<file path="src/rtl/wdw_pkg.sv">
package wdw_pkg;

    typedef enum logic [2:0] {
        ST_IDLE,
        ST_FIRST_OPEN,
        ST_CLOSED,
        ST_OPEN,
        ST_ALARM,
        ST_HOLD
    } wdw_state_e;

endpackage

</file>
<file path="src/rtl/wdw_svc_detect.sv">
// Service qualifier: synchronizes the host input and raises svc_ok for
// one clock, on the tick where the pulse has been high SVC_MIN_TICKS ticks.
module wdw_svc_detect #(
    parameter int SVC_MIN_TICKS = 3,
    parameter int SYNC_STAGES   = 2
) (
    input  logic clk,
    input  logic rst_n,
    input  logic osc_tick,
    input  logic svc_in,
    output logic svc_ok
);

    localparam int HI_W = $clog2(SVC_MIN_TICKS + 1);
    localparam logic [HI_W-1:0] HI_LAST = HI_W'(SVC_MIN_TICKS - 1);
    localparam logic [HI_W-1:0] HI_SAT  = HI_W'(SVC_MIN_TICKS);

    logic [SYNC_STAGES-1:0] sync_q;
    logic [HI_W-1:0]        hi_cnt_q;
    logic                   svc_s;

    always_ff @(posedge clk or negedge rst_n) begin
        if (!rst_n) begin
            sync_q <= '0;
        end else begin
            sync_q <= {sync_q[SYNC_STAGES-2:0], svc_in};
        end
    end

    assign svc_s = sync_q[SYNC_STAGES-1];

    // Counts ticks of the current high pulse; saturates so one pulse
    // yields exactly one qualified service.
    always_ff @(posedge clk or negedge rst_n) begin
        if (!rst_n) begin
            hi_cnt_q <= '0;
        end else if (!svc_s) begin
            hi_cnt_q <= '0;
        end else if (osc_tick && (hi_cnt_q != HI_SAT)) begin
            hi_cnt_q <= hi_cnt_q + 1'b1;
        end
    end

    assign svc_ok = osc_tick && svc_s && (hi_cnt_q == HI_LAST);

endmodule

</file>
<file path="src/rtl/wdw_init_ctl.sv">
// Enable and initialization control from the supervisor and disable inputs.
module wdw_init_ctl (
    input  logic clk,
    input  logic rst_n,
    input  logic sup_ok,
    input  logic wd_dis,
    output logic run_en,
    output logic init_evt
);

    logic sup_prev_q;
    logic dis_prev_q;

    always_ff @(posedge clk or negedge rst_n) begin
        if (!rst_n) begin
            sup_prev_q <= 1'b0;
            dis_prev_q <= 1'b1;
        end else begin
            sup_prev_q <= sup_ok;
            dis_prev_q <= wd_dis;
        end
    end

    assign run_en = sup_ok && !wd_dis;

    // Rising supervisor release while enabled, or enable while released.
    assign init_evt = run_en && ((!sup_prev_q) || dis_prev_q);

endmodule

</file>
<file path="src/rtl/wdw_window_fsm.sv">
// Window controller: first open window, closed/open alternation and
// violation reporting for the chosen variant.
module wdw_window_fsm
    import wdw_pkg::*;
#(
    parameter int WIN_TICKS  = 5000,
    parameter int FIRST_MULT = 8,
    parameter bit FLAG_MODE  = 1'b0
) (
    input  logic clk,
    input  logic rst_n,
    input  logic osc_tick,
    input  logic run_en,
    input  logic init_evt,
    input  logic svc_ok,
    output logic fault_n,
    output logic flag,
    output logic rst_req
);

    localparam int CLOSED_TICKS = WIN_TICKS / 2;
    localparam int OPEN_TICKS   = WIN_TICKS - CLOSED_TICKS;
    localparam int FIRST_TICKS  = FIRST_MULT * WIN_TICKS;
    localparam int CNT_W        = $clog2(FIRST_TICKS + 1);

    localparam logic [CNT_W-1:0] FIRST_LAST  = CNT_W'(FIRST_TICKS - 1);
    localparam logic [CNT_W-1:0] CLOSED_LAST = CNT_W'(CLOSED_TICKS - 1);
    localparam logic [CNT_W-1:0] OPEN_LAST   = CNT_W'(OPEN_TICKS - 1);

    localparam wdw_state_e ALARM_EXIT = FLAG_MODE ? ST_HOLD : ST_FIRST_OPEN;

    wdw_state_e       state_q, state_d;
    logic [CNT_W-1:0] cnt_q, cnt_d;

    // State register
    always_ff @(posedge clk or negedge rst_n) begin
        if (!rst_n) begin
            state_q <= ST_IDLE;
            cnt_q   <= '0;
        end else begin
            state_q <= state_d;
            cnt_q   <= cnt_d;
        end
    end

    // Next state: stop beats init, init beats the tick-driven walk
    always_comb begin
        state_d = state_q;
        cnt_d   = cnt_q;
        if (!run_en) begin
            state_d = ST_IDLE;
            cnt_d   = '0;
        end else if (init_evt) begin
            state_d = ST_FIRST_OPEN;
            cnt_d   = '0;
        end else if (osc_tick) begin
            unique case (state_q)
                ST_IDLE: begin
                    state_d = ST_IDLE;
                end
                ST_HOLD: begin
                    state_d = ST_HOLD;
                end
                ST_FIRST_OPEN: begin
                    if (svc_ok) begin
                        state_d = ST_CLOSED;
                        cnt_d   = '0;
                    end else if (cnt_q == FIRST_LAST) begin
                        state_d = ST_ALARM;
                        cnt_d   = '0;
                    end else begin
                        cnt_d = cnt_q + 1'b1;
                    end
                end
                ST_CLOSED: begin
                    if (svc_ok) begin
                        state_d = ST_ALARM;
                        cnt_d   = '0;
                    end else if (cnt_q == CLOSED_LAST) begin
                        state_d = ST_OPEN;
                        cnt_d   = '0;
                    end else begin
                        cnt_d = cnt_q + 1'b1;
                    end
                end
                ST_OPEN: begin
                    if (svc_ok) begin
                        state_d = ST_CLOSED;
                        cnt_d   = '0;
                    end else if (cnt_q == OPEN_LAST) begin
                        state_d = ST_ALARM;
                        cnt_d   = '0;
                    end else begin
                        cnt_d = cnt_q + 1'b1;
                    end
                end
                ST_ALARM: begin
                    state_d = ALARM_EXIT;
                    cnt_d   = '0;
                end
                default: begin
                    state_d = ST_IDLE;
                    cnt_d   = '0;
                end
            endcase
        end
    end

    // Outputs, decoded per variant
    generate
        if (FLAG_MODE) begin : g_flag_out
            logic flag_q;
            logic set_flag;

            assign set_flag = (state_d == ST_ALARM) && (state_q != ST_ALARM);

            always_ff @(posedge clk or negedge rst_n) begin
                if (!rst_n) begin
                    flag_q <= 1'b0;
                end else if (run_en && init_evt) begin
                    flag_q <= 1'b0;
                end else if (set_flag) begin
                    flag_q <= 1'b1;
                end
            end

            always_comb begin
                fault_n = 1'b1;
                flag    = flag_q;
                rst_req = (state_q == ST_ALARM);
            end
        end else begin : g_fault_out
            always_comb begin
                fault_n = (state_q != ST_ALARM);
                flag    = 1'b0;
                rst_req = 1'b0;
            end
        end
    endgenerate

endmodule

</file>
<file path="src/rtl/wdog_window.sv">
module wdog_window #(
    parameter int WIN_TICKS     = 5000,
    parameter int FIRST_MULT    = 8,
    parameter int SVC_MIN_TICKS = 3,
    parameter bit FLAG_MODE     = 1'b0
) (
    input  logic clk,
    input  logic rst_n,
    input  logic osc_tick,
    input  logic svc_in,
    input  logic wd_dis,
    input  logic sup_ok,
    output logic fault_n,
    output logic flag,
    output logic rst_req
);

    logic svc_ok;
    logic run_en;
    logic init_evt;

    wdw_svc_detect #(
        .SVC_MIN_TICKS (SVC_MIN_TICKS),
        .SYNC_STAGES   (2)
    ) u_svc (
        .clk      (clk),
        .rst_n    (rst_n),
        .osc_tick (osc_tick),
        .svc_in   (svc_in),
        .svc_ok   (svc_ok)
    );

    wdw_init_ctl u_init (
        .clk      (clk),
        .rst_n    (rst_n),
        .sup_ok   (sup_ok),
        .wd_dis   (wd_dis),
        .run_en   (run_en),
        .init_evt (init_evt)
    );

    wdw_window_fsm #(
        .WIN_TICKS  (WIN_TICKS),
        .FIRST_MULT (FIRST_MULT),
        .FLAG_MODE  (FLAG_MODE)
    ) u_fsm (
        .clk      (clk),
        .rst_n    (rst_n),
        .osc_tick (osc_tick),
        .run_en   (run_en),
        .init_evt (init_evt),
        .svc_ok   (svc_ok),
        .fault_n  (fault_n),
        .flag     (flag),
        .rst_req  (rst_req)
    );

endmodule

</file>
<file path="config.mk">
export PLATFORM = sky130hd
export DESIGN_NAME = wdog_window
export DESIGN_NICKNAME = d
export VERILOG_FILES = /design/src/rtl/wdw_pkg.sv /design/src/rtl/wdw_svc_detect.sv /design/src/rtl/wdw_init_ctl.sv /design/src/rtl/wdw_window_fsm.sv /design/src/rtl/wdog_window.sv
export SDC_FILE = /design/constraint.sdc
export NUM_CORES = 1
export LEC_CHECK = 0
export ABC_AREA = 1
export BUFFER_PORTS_ARGS = -buffer_cell sky130_fd_sc_hd__clkbuf_2
export CORE_MARGIN = 10
export CORE_UTILIZATION = 55
export DETAILED_ROUTE_END_ITERATION = 16
export PLACE_DENSITY = 0.7
export SYNTH_ARGS = -nofsm -noshare
export SYNTH_HDL_FRONTEND = slang
export SYNTH_HIERARCHICAL = 1
export SYNTH_SLANG_ARGS = --single-unit
export TNS_END_PERCENT = 30
</file>
<file path="constraint.sdc">
create_clock -name clk -period 1.8 [get_ports clk]
set_clock_uncertainty 0.05 [all_clocks]
set_input_delay 0.54 -clock clk [delete_from_list [all_inputs] [get_ports clk]]
set_output_delay 0.54 -clock clk [all_outputs]
set_load 0.1 [all_outputs]
</file>
### Word level (Yosys, flattened, before mapping)

Cells that the tools add are included.

* bits in registers: 25
* word-level logic and storage cells: 57

* add/sub/neg operators: 2
* equality and inequality tests: 16
* mux-type cells: 20
* reductions and logical operators: 13

Operators by type and width (number)
* 16-bit two-way mux: 7
* 16-bit one-hot mux with 3 select lines: 1
* 3-bit two-way mux: 9
* 16-bit by 1-bit adder with 16-bit output (second input constant): 1
* 16-bit by 12-bit == test with 1-bit output (second input constant): 1
* 16-bit == test (second input constant): 1
* 5-bit inequality test (second input constant): 3
* 3-bit one-hot mux with 5 select lines: 1
* 3-bit inequality test (second input constant): 3
* 3-bit by 2-bit == test with 1-bit output (second input constant): 2
* 3-bit == test (second input constant): 2
* 1-bit logical AND: 5
* 2-bit two-way mux: 2
* 2-bit inequality test (second input constant): 2
* 4-bit AND reduction: 1
* 2-bit OR reduction: 2
* 3-bit by 1-bit == test with 1-bit output (second input constant): 1
* 3-bit logical NOT: 1
* 2-bit by 1-bit adder with 2-bit output (second input constant): 1
* 2-bit == test (second input constant): 1
* 1-bit logical NOT: 2
* 2-bit AND reduction: 1
* 1-bit logical OR: 1

### Longest topological paths before layout

* word-level depth: 7
* mapped depth: 11
* depth with buffers taken out: 11

### By module

The synthesis kept the hierarchy.

Modules (own cells, without submodules)
* wdw_window_fsm: instances 1, cells each 216, area each 1426.4 µm², sequential area each 475.5 µm²
* wdw_svc_detect: instances 1, cells each 17, area each 176.4 µm², sequential area each 100.1 µm²
* wdw_init_ctl: instances 1, cells each 8, area each 76.3 µm², sequential area each 51.3 µm²

### Worst setup path after synthesis

Ideal clock, no wire load.

* path type: reg-to-output
* from: reg u_fsm.state_q[2]
* to: out fault_n
* arrival: 1.166 ns
* data required time: 1.210 ns
* path slack: 0.044 ns
* stages on the path, launching flop included: 4
* buffers on the path: 0
* path through: dfrtp_1 inv_2 nor2_2 nand2_1

* word-level cells in the longest chain between the ends: 1

RTL lines
* start, declared: line wdw_window_fsm.sv:32 `wdw_state_e state_q, state_d;`
* start signal, assigned: line wdw_window_fsm.sv:41 `state_q <= state_d;`
* 3-bit inequality test: line wdw_window_fsm.sv:134 `fault_n = (state_q != ST_ALARM);`
* end, declared: line wdog_window.sv:13 `output logic fault_n,`

No other way between the ends.

### Worst setup path in the final report

* from: reg u_fsm.state_q[1]
* to: out fault_n

Same word-level chain as after synthesis.

==> flow_metrics.tcl <==
set metrics [dict create \
    outcome "finished, final reports clean" \
    cts.htree.levels 1 \
    cellLeakagePower_nw 0.899 \
    yosys-top-cells-area "dfrtp_1 36%, nand2_1 13%, nand3_1 7.2%" \
    hold_violations 0 \
    post-route-period-util_pct 98.2 \
    grt_first_pass_wirelength_um 6290 \
    fmax_mhz 566 \
    io_buffers 6 \
    grt_overflow_total 0 \
    fin_nets 267 \
    initial_utilization_pct 59.4 \
    synth_cell_types 27 \
    pwr-share-clk_pct 26.8 \
    grt_util_all_layers_pct 13.9 \
    antenna_found_initial 0 \
    die-height_um 75.3 \
    final_cell_mix "59 x nand2_1, 31 x inv_1, 31 x nor2_1, 24 x nand3_1, 24 x dfrtp_1" \
    min_path_type "in -> async" \
    p_int_w 0.000708 \
    reg2reg_slack_ps 90 \
    p_sw_share_pct 28.7 \
    worstPathArrival_ps 1180 \
    r2r-start "u_svc/hi_cnt_q[0]$_DFFE_PN0P_" \
    core_area_um2 2830 \
    whs_ps 146 \
    yosysSeqAreaShare_pct 37.3 \
    grt_max_degree 26 \
    hpwl_um 2810 \
    routed_wl_um 3730 \
    clkLatencyLatePin_ps 320 \
    ir_worst_vdd_mv 0.347 \
    final_max_slew_viol_count 0 \
    drv_cap 0 \
    antenna_left 0 \
    layout_commonest_cell "nand2_1" \
    instances_no_fill 288 \
    cts_root_buf "clkbuf_4" \
    drtIter0Drc 215 \
    crit_type "reg -> out" \
    avgSynthCellArea_um2 6.97 \
    via_count 1601 \
    cts_tree "built" \
    wl_per_cell_um 13.0 \
    yosys_warnings 6 \
    crit_path_end_kind "primary output" \
    die-area_um2 5660 \
    drc_errors 0 \
    cts-buffers-inserted 3 \
    p_total_w 0.000994 \
    worst_slew_pin_slew_ps 619 \
    required_ps 1210 \
    avgViaCountPerCell 5.56 \
    p_comb_share_pct 13.4 \
    ios 9 \
    drive_above_1_share_pct 15.6 \
    fp.dieW_um 75.3 \
    p_sw_w 0.000285 \
    period_minus_slack_ps 1770 \
    rsz0062_at_grt "true" \
    grt_pass1_vias 1504 \
    critPathMaxFanout 3 \
    antenna_cells 0 \
    startpoint_type "flip-flop" \
    syn_to_final_growth_pct 10.7 \
    synth.largest_area_cell "dfrtp_1" \
    gp_congestion 0.954 \
    setup_viol 0 \
    synth_top_area_share_pct 35.8 \
    yosys_register_bits 25 \
    first_pass_iters 5 \
    dpl.cell_count 282 \
    cts_sinks 25 \
    power_density_nw_per_um2 534 \
    relSlewSlack_pct 58.7 \
    clock_path_buffers 2 \
    r2r-end "u_fsm/state_q[0]$_DFFE_PN0P_" \
    clk_pin_slew_ps 150 \
    rows 19 \
    synthCells 241 \
    worstRegToRegCells 10 \
    seqPwrFrac_pct 59.8 \
    synth_area_um2 1680 \
]
critical path, cell delays in order (launching register included):
cell and delay (ps):
dfrtp_1 450, nor2_4 150, nand2_2 80, buf_12 170
flip-flops by register name, summed over array words and instances, names as in the netlist:
signal             count
u_fsm/cnt_q           16
u_fsm/state_q          3
u_init/sup_prev_q      1
u_init/dis_prev_q      1
u_svc/hi_cnt_q         2
u_svc/sync_q           2
power by group through the flow:
| stage | Combinational [W] | Sequential, W | Clock (W) |
|---|---|---|---|
| global route | 0.000152 | 0.000596 | 0.000298 |
| finish | 0.000133 | 0.000594 | 0.000266 |
| global placement | 0.000125 | 0.000604 | 0 |
| floorplan | 0.0000906 | 0.000602 | 0 |
| CTS | 0.000131 | 0.000594 | 0.000278 |
| detailed placement | 0.000129 | 0.000604 | 0 |
synthesized netlist by cell type:
cell type   n
dfstp_2     1
and3_1      1
xor2_1      5
ha_1        3
nand4_1     6
inv_1      31
buf_6       3
nor3_1      7
o21bai_1    1
o21ai_0     7
nor3_4      1
nor2_4      1
a21boi_0    1
nand2_1    60
conb_1      1
dfrtp_1    24
o2111ai_1   1
nor2_1     31
a21oi_1    13
buf_4       2
nor2_2      2
inv_2       3
nand3_1    24
nand3_2     4
or2_2       1
o21ai_1     3
nand2_2     4
layer usage:
metal | vias up | global-route usage [%] | part of all wire, %
met5 | - | 0 | 0
met4 | 0 | 5.15 | 1.6
met3 | 8 | 3.29 | 8.6
met2 | 72 | 22.7 | 45
met1 | 722 | 17.6 | 44
li1 | 799 | - | -
metrics by stage:
step | setup TNS (ps) | util, % | worst slack, ps | instance area [um2]
after global routing | -34.9 | 65.7 | -17.6 | 1860
after global placement | 0 | 63.3 | 43.2 | 1790
after detailed placement | -4.78 | 63.3 | -4.78 | 1790
final | 0 | 65.7 | 33.0 | 1860
after floorplan | 0 | - | 44.5 | 1680
after CTS | 0 | 65.1 | 36.0 | 1840
kinds of logic after synthesis:
logic type	count (synthesis)	share of synthesized area (%)
buffers and inverters	39	10.5
adder cells (fa/ha/maj)	3	2.24
AND/OR/NAND/NOR	142	38.8
XOR/XNOR	5	2.61
flip-flops	25	37.3
other	1	0.223
AO/OA/AOI/OAI	26	8.27
area by class of cell:
| cell class | instances | area, um2 |
|---|---|---|
| Clock buffer | 3 | 22.5 |
| Clock inverter | 1 | 7.51 |
| Fill cell | 256 | 970 |
| Inverter | 34 | 128 |
| Multi-Input combinational cell | 178 | 903 |
| Sequential cell | 25 | 627 |
| Tap cell | 31 | 38.8 |
| Timing Repair Buffer | 16 | 133 |
worst max-delay path by stage:
| stage | depth (start not counted) | start | slack [ps] | to |
|---|---|---|---|---|
| after floorplan | 3 | u_fsm/state_q[2]$_DFFE_PN0P_ | 40 | fault_n |
| after global placement | 10 | wd_dis | 40 | u_fsm/cnt_q[4]$_DFFE_PN0P_ |
| after detailed placement | 10 | wd_dis | -5 | u_fsm/state_q[0]$_DFFE_PN0P_ |
| after CTS | 4 | u_fsm/state_q[2]$_DFFE_PN0P_ | 40 | fault_n |
| after global routing | 3 | u_fsm/state_q[1]$_DFFE_PN0P_ | -20 | fault_n |
| final | 3 | u_fsm/state_q[1]$_DFFE_PN0P_ | 30 | fault_n |
repair_timing:
| action | CTS | global route |
|---|---|---|
| buffers inserted | 2 | 0 |
| hold buffers | 0 | 0 |
| gates resized for setup | 2 | 4 |
| setup endpoints to repair | 1 | 6 |
| pin swaps | 1 | 1 |
No activity file was read; power rests on OpenSTA's default activity.
